<file path="src/rtl/bmt_pkg.sv">
package bmt_pkg;
  typedef enum logic {
    CH_CAPTURE = 1'b0,
    CH_COMPARE = 1'b1
  } ch_mode_e;

  localparam int SEL_MOD = 0;

  function automatic int sel_width(input int nch);
    return (nch + 1 <= 2) ? 1 : $clog2(nch + 1);
  endfunction
endpackage

</file>
<file path="src/rtl/bmt_counter.sv">
module bmt_counter #(
  parameter int CNT_W = 16
) (
  input  logic             clk,
  input  logic             rst_n,
  input  logic             run,
  input  logic [CNT_W-1:0] mod_val,
  output logic [CNT_W-1:0] cnt,
  output logic             ovf_evt
);
  logic at_limit;

  assign at_limit = (cnt == mod_val);

  always_ff @(posedge clk or negedge rst_n) begin
    if (!rst_n) begin
      cnt     <= '0;
      ovf_evt <= 1'b0;
    end else begin
      ovf_evt <= run && at_limit;
      if (run) begin
        if (at_limit) cnt <= '0;
        else          cnt <= cnt + CNT_W'(1);
      end
    end
  end
endmodule

</file>
<file path="src/rtl/bmt_channel.sv">
module bmt_channel
  import bmt_pkg::*;
#(
  parameter int CNT_W = 16
) (
  input  logic             clk,
  input  logic             rst_n,
  input  logic             run,
  input  logic             capture_ok,
  input  ch_mode_e         mode,
  input  logic [CNT_W-1:0] cmp_val,
  input  logic [CNT_W-1:0] cnt,
  input  logic             cap_in,
  output logic [CNT_W-1:0] cap_val,
  output logic             evt
);
  logic sync1, sync2, sync3;
  logic edge_seen, do_cap, do_cmp;

  assign edge_seen = sync2 & ~sync3;
  assign do_cap    = edge_seen && capture_ok && (mode == CH_CAPTURE);
  assign do_cmp    = run && (mode == CH_COMPARE) && (cnt == cmp_val);

  always_ff @(posedge clk or negedge rst_n) begin
    if (!rst_n) begin
      sync1   <= 1'b0;
      sync2   <= 1'b0;
      sync3   <= 1'b0;
      cap_val <= '0;
      evt     <= 1'b0;
    end else begin
      sync1 <= cap_in;
      sync2 <= sync1;
      sync3 <= sync2;
      evt   <= do_cap || do_cmp;
      if (do_cap) cap_val <= cnt;
    end
  end
endmodule

</file>
<file path="src/rtl/bmt_regport.sv">
module bmt_regport #(
  parameter int CNT_W = 16,
  parameter int NCH   = 2,
  parameter int SEL_W = 2
) (
  input  logic                 clk,
  input  logic                 rst_n,
  input  logic                 lock,
  input  logic                 hold,
  input  logic                 wr_en,
  input  logic [SEL_W-1:0]     wr_sel,
  input  logic [CNT_W-1:0]     wr_data,
  input  logic                 rd_en,
  input  logic [SEL_W-1:0]     rd_sel,
  input  logic [CNT_W-1:0]     cnt,
  input  logic [NCH*CNT_W-1:0] cap_flat,
  output logic [CNT_W-1:0]     mod_val,
  output logic [NCH*CNT_W-1:0] cmp_flat,
  output logic                 rd_valid,
  output logic [CNT_W-1:0]     rd_data
);
  logic             wr_ok;
  logic [CNT_W-1:0] rd_mux;

  assign wr_ok = wr_en && !lock && !hold;

  always_ff @(posedge clk or negedge rst_n) begin
    if (!rst_n) mod_val <= '1;
    else if (wr_ok && wr_sel == SEL_W'(0)) mod_val <= wr_data;
  end

  for (genvar k = 0; k < NCH; k++) begin : g_cmp
    always_ff @(posedge clk or negedge rst_n) begin
      if (!rst_n) cmp_flat[k*CNT_W +: CNT_W] <= '0;
      else if (wr_ok && wr_sel == SEL_W'(k + 1)) cmp_flat[k*CNT_W +: CNT_W] <= wr_data;
    end
  end

  always_comb begin
    rd_mux = '0;
    if (rd_sel == SEL_W'(0)) rd_mux = cnt;
    for (int k = 0; k < NCH; k++)
      if (rd_sel == SEL_W'(k + 1)) rd_mux = cap_flat[k*CNT_W +: CNT_W];
  end

  always_ff @(posedge clk or negedge rst_n) begin
    if (!rst_n) begin
      rd_valid <= 1'b0;
      rd_data  <= '0;
    end else begin
      rd_valid <= rd_en && !lock;
      if (rd_en && !lock) rd_data <= rd_mux;
    end
  end
endmodule

</file>
<file path="src/rtl/break_modulo_timer.sv">
module break_modulo_timer
  import bmt_pkg::*;
#(
  parameter int CNT_W = 16,
  parameter int NCH   = 2,
  parameter int SEL_W = bmt_pkg::sel_width(NCH)
) (
  input  logic             clk,
  input  logic             rst_n,
  input  logic             stop_req,
  input  logic             brk_req,
  input  logic             wait_req,
  input  logic             ovf_ie,
  input  logic [NCH-1:0]   ch_mode,
  input  logic [NCH-1:0]   ch_ie,
  input  logic [NCH-1:0]   cap_in,
  input  logic             wr_en,
  input  logic [SEL_W-1:0] wr_sel,
  input  logic [CNT_W-1:0] wr_data,
  input  logic             rd_en,
  input  logic [SEL_W-1:0] rd_sel,
  output logic             rd_valid,
  output logic [CNT_W-1:0] rd_data,
  output logic             ovf_evt,
  output logic             ovf_irq,
  output logic [NCH-1:0]   ch_evt,
  output logic [NCH-1:0]   ch_irq
);
  logic                 run;
  logic [CNT_W-1:0]     cnt;
  logic [CNT_W-1:0]     mod_val;
  logic [NCH*CNT_W-1:0] cmp_flat;
  logic [NCH*CNT_W-1:0] cap_flat;

  assign run = !stop_req && !brk_req;

  bmt_counter #(.CNT_W(CNT_W)) u_cnt (
    .clk(clk), .rst_n(rst_n), .run(run), .mod_val(mod_val),
    .cnt(cnt), .ovf_evt(ovf_evt)
  );

  for (genvar k = 0; k < NCH; k++) begin : g_ch
    bmt_channel #(.CNT_W(CNT_W)) u_ch (
      .clk(clk), .rst_n(rst_n), .run(run), .capture_ok(run),
      .mode(ch_mode_e'(ch_mode[k])),
      .cmp_val(cmp_flat[k*CNT_W +: CNT_W]),
      .cnt(cnt), .cap_in(cap_in[k]),
      .cap_val(cap_flat[k*CNT_W +: CNT_W]),
      .evt(ch_evt[k])
    );
  end

  bmt_regport #(.CNT_W(CNT_W), .NCH(NCH), .SEL_W(SEL_W)) u_regs (
    .clk(clk), .rst_n(rst_n), .lock(wait_req), .hold(stop_req),
    .wr_en(wr_en), .wr_sel(wr_sel), .wr_data(wr_data),
    .rd_en(rd_en), .rd_sel(rd_sel), .cnt(cnt), .cap_flat(cap_flat),
    .mod_val(mod_val), .cmp_flat(cmp_flat),
    .rd_valid(rd_valid), .rd_data(rd_data)
  );

  assign ovf_irq = ovf_evt & ovf_ie;
  assign ch_irq  = ch_evt & ch_ie;
endmodule

</file>
<file path="config.mk">
export PLATFORM = sky130hd
export DESIGN_NAME = break_modulo_timer
export DESIGN_NICKNAME = d
export VERILOG_FILES = /design/src/rtl/bmt_pkg.sv /design/src/rtl/bmt_counter.sv /design/src/rtl/bmt_channel.sv /design/src/rtl/bmt_regport.sv /design/src/rtl/break_modulo_timer.sv
export SDC_FILE = /design/constraint.sdc
export NUM_CORES = 1
export LEC_CHECK = 0
export ABC_CLOCK_PERIOD_IN_PS = 1900
export BUFFER_PORTS_ARGS = -buffer_cell sky130_fd_sc_hd__buf_4
export CORE_MARGIN = 10
export CORE_UTILIZATION = 45
export CTS_BUF_LIST = sky130_fd_sc_hd__clkbuf_8 sky130_fd_sc_hd__clkbuf_16
export CTS_CLUSTER_SIZE = 16
export DETAILED_ROUTE_END_ITERATION = 8
export GPL_TIMING_DRIVEN = 1
export PLACE_DENSITY = 0.73
export RECOVER_POWER = 100
export SKIP_CTS_REPAIR_TIMING = 1
export SLEW_MARGIN = 10
export SYNTH_ARGS = -nofsm -noshare
export SYNTH_HDL_FRONTEND = slang
export SYNTH_SLANG_ARGS = --single-unit
</file>
<file path="constraint.sdc">
create_clock -name clk -period 1.9 [get_ports clk]
set_input_delay 0.19 -clock clk [delete_from_list [all_inputs] [get_ports clk]]
set_output_delay 0.19 -clock clk [all_outputs]
set_load 0.01 [all_outputs]
</file>
==> impl_metrics.json <==
{
  "power_mw": 7.923,
  "std_cell_rows": 40,
  "synth_cells": 475,
  "clk_path_buf_depth": 2,
  "ir_drop_mv": 0.7929,
  "finClkSkew_ns": 0.005856,
  "grt_pass1_wl_um": 20840,
  "hold_depth": 2,
  "dieArea_um2": 17470,
  "final_max_slew_viol_count": 0,
  "via_per_inst": 5.253,
  "grt_usage": 0.1476,
  "crit_type": "flip-flop to flip-flop",
  "fp.dieH_um": 132.2,
  "place_area_um2": 6410,
  "status": "finished clean",
  "wire_per_inst_um": 17.67,
  "ys_seq_area_frac": 0.5425,
  "numPortBuffers": 56,
  "worstSetupEndpointType": "flip-flop",
  "core-area_um2": 12160,
  "num_io_pins": 57,
  "layout_common_cells": "dfrtp_1 (106), mux2_2 (81), buf_4 (53), a21oi_1 (41), nor2_1 (37)",
  "postLayoutCoreUtil": 0.5725,
  "synth-warning-count": 0,
  "cts_sinks": 122,
  "power_density_nw_per_um2": 1138,
  "netlist_area_um2": 5664,
  "layout_commonest_cell": "dfrtp_1",
  "cts_buffers": 17,
  "synthArstFlopShare": 1.000,
  "synthAdderAreaFrac": 0.002209,
  "vias": 3840,
  "max_slew_margin": 0.1926,
  "dp_slack_ns": -0.009293,
  "synthFlopType": "dfrtp_1",
  "worst_pin_slew_ns": 1.211,
  "syn_to_final_growth_pct": 22.93,
  "min_to": "u_regs.cmp_flat[18]",
  "synth-edff-count": 0,
  "startpoint_type": "flip-flop",
  "path_buf_inv": 0,
  "crit_fanout": 5,
  "r2r-end": "u_cnt.cnt[13]",
  "final_area_um2": 6963,
  "rsz0062_at_grt": "no",
  "setup_violations": 0,
  "leakage_nw": 3.208,
  "finalCriticalPeriod_ns": 1.873,
  "synth.area.mux_share": 0.1911,
  "critPathArrivalTime_ns": 2.19,
  "maxCapViolations": 0,
  "fin_nets": 585,
  "synthXorXnorAreaFrac": 0.08041,
  "dp_cells": 693,
  "grt_pass1_vias": 4060,
  "cpPeakStageDelay_ns": 0.61,
  "hold_class": "input pin to flip-flop",
  "gp_congestion": 0.8447,
  "r2r_slack_ns": 0.03,
  "drt_iter0_drc": 227,
  "r2r-start": "u_cnt.cnt[6]",
  "holdWs_ns": 0.03403,
  "clock_tree.root_cell": "clkbuf_16",
  "overflow": 0,
  "worst_slack_ns": 0.02723,
  "r2r_cells": 4,
  "ys_ff_latch": 122,
  "route.detailed.drc": 0,
  "fin_tns_setup_ns": 0,
  "hold_viol": 0,
  "clkLatencyLatePin_ns": 0.41,
  "synthSimpleGateAreaFrac": 0.09211,
  "syn_area_per_cell_um2": 11.92,
  "drtAntennaViolNets": 0,
  "post-route-period-util": 0.9857,
  "synth_top_family_by_area": "multiplexers",
  "grt_max_degree": 47,
  "layout-drive-gt1-share": 0.3606,
  "die_w_um": 132.2,
  "first_pass_iters": 5,
  "cp_slowest_cell": "or4_4",
  "critical_path_required_ns": 2.22,
  "crit_chain": "nand4_1 -> or4_4 -> or3_2 -> a22oi_1",
  "clkTransAtPathRegs_ns": 0.06,
  "fmax_mhz": 534.0,
  "synth_compound_area_frac": 0.06008,
  "worstHoldStart": "wr_data[2]",
  "finalWirelength_um": 12920,
  "ys_types": 38,
  "cp_top_family": "simple AND/OR/NAND/NOR gates",
  "dp_hpwl_um": 8985,
  "antenna_found_initial": 0,
  "stdcell_count": 731,
  "start_util": 0.4657,
  "synth.net_count": 510,
  "cts_tree": "done",
  "htree_levels": 4,
  "n_antenna_cell": 0
}
-- cells by family after synthesis --
group / after synthesis
flip-flops: 122
AND/OR/NAND/NOR: 102
multiplexers: 98
AO/OA/AOI/OAI: 61
XOR/XNOR: 52
buffers and inverters: 39
adder cells (fa/ha/maj): 1
-- state kept, by name, indices dropped and copies added (netlist names), 2 cells and up --
register	count
g_ch.u_ch.sync2	2
u_cnt.cnt	16
u_regs.rd_data	16
g_ch.u_ch.sync1	2
g_ch.u_ch.cap_val	32
g_ch.u_ch.evt	2
g_ch.u_ch.sync3	2
u_regs.mod_val	16
u_regs.cmp_flat	32
-- metal layers --
layer,routed length [um],GRT usage
met1,5691,0.1795
met4,157,0.03667
met5,0,0
met3,588,0.04688
met2,6483,0.2479
-- how the worst max path moves through the flow --
stage,from,endpoint,slack [ns],cells after the start
detailed placement,stop_req,u_cnt.cnt[15],-0.009,5
global placement,stop_req,u_cnt.cnt[15],0.03,5
global route,u_cnt.cnt[6],u_cnt.cnt[13],0.006,4
floorplan,u_cnt.cnt[0],u_cnt.cnt[15],0.01,5
CTS,u_cnt.cnt[6],u_cnt.cnt[15],0.06,4
finish,u_cnt.cnt[6],u_cnt.cnt[13],0.03,4
-- worst reg2reg max path, cell delays in order, from the launching register on --
cell and delay (ns):
dfrtp_1 0.37, nand4_1 0.17, or4_4 0.61, or3_2 0.47, a22oi_1 0.17
-- power by group --
group	total (mW)	switching (mW)	internal, mW
Combinational	1.18	0.572	0.609
Clock	3.42	1.18	2.23
Sequential	3.32	0.267	3.06
-- Yosys cell counts (2+ instances only) --
cell        n  share of area
or3_2       2         0.0026
buf_2      14          0.012
buf_4       4         0.0053
nor3b_1     2         0.0026
a22oi_1     3         0.0040
nor3_1      2         0.0018
nor2_1     37          0.025
nand3_1     8         0.0071
nand2_1    11         0.0073
a21oi_1    41          0.036
and3_1      3         0.0033
mux2i_1    17          0.030
o211ai_1    4         0.0053
mux2_2     81           0.16
clkbuf_1   18          0.012
buf_1       3         0.0020
xnor2_1    19          0.029
and2_1      6         0.0066
nor2b_1     4         0.0044
o21ai_0     7         0.0062
nor4_1      9         0.0099
dfstp_2    16          0.074
xor2_1     33          0.051
dfrtp_1   106           0.47
nand4_1    11          0.012
a21o_1      2         0.0026
-- final cells by class --
type                            count  area (um^2)
Clock buffer                       18        439.2
Clock inverter                     14        195.2
Fill cell                        1035         5199
Multi-Input combinational cell    314         2421
Sequential cell                   122         3073
Tap cell                          168        210.2
Timing Repair Buffer               95        624.3
(Power assumes the default switching activity.)
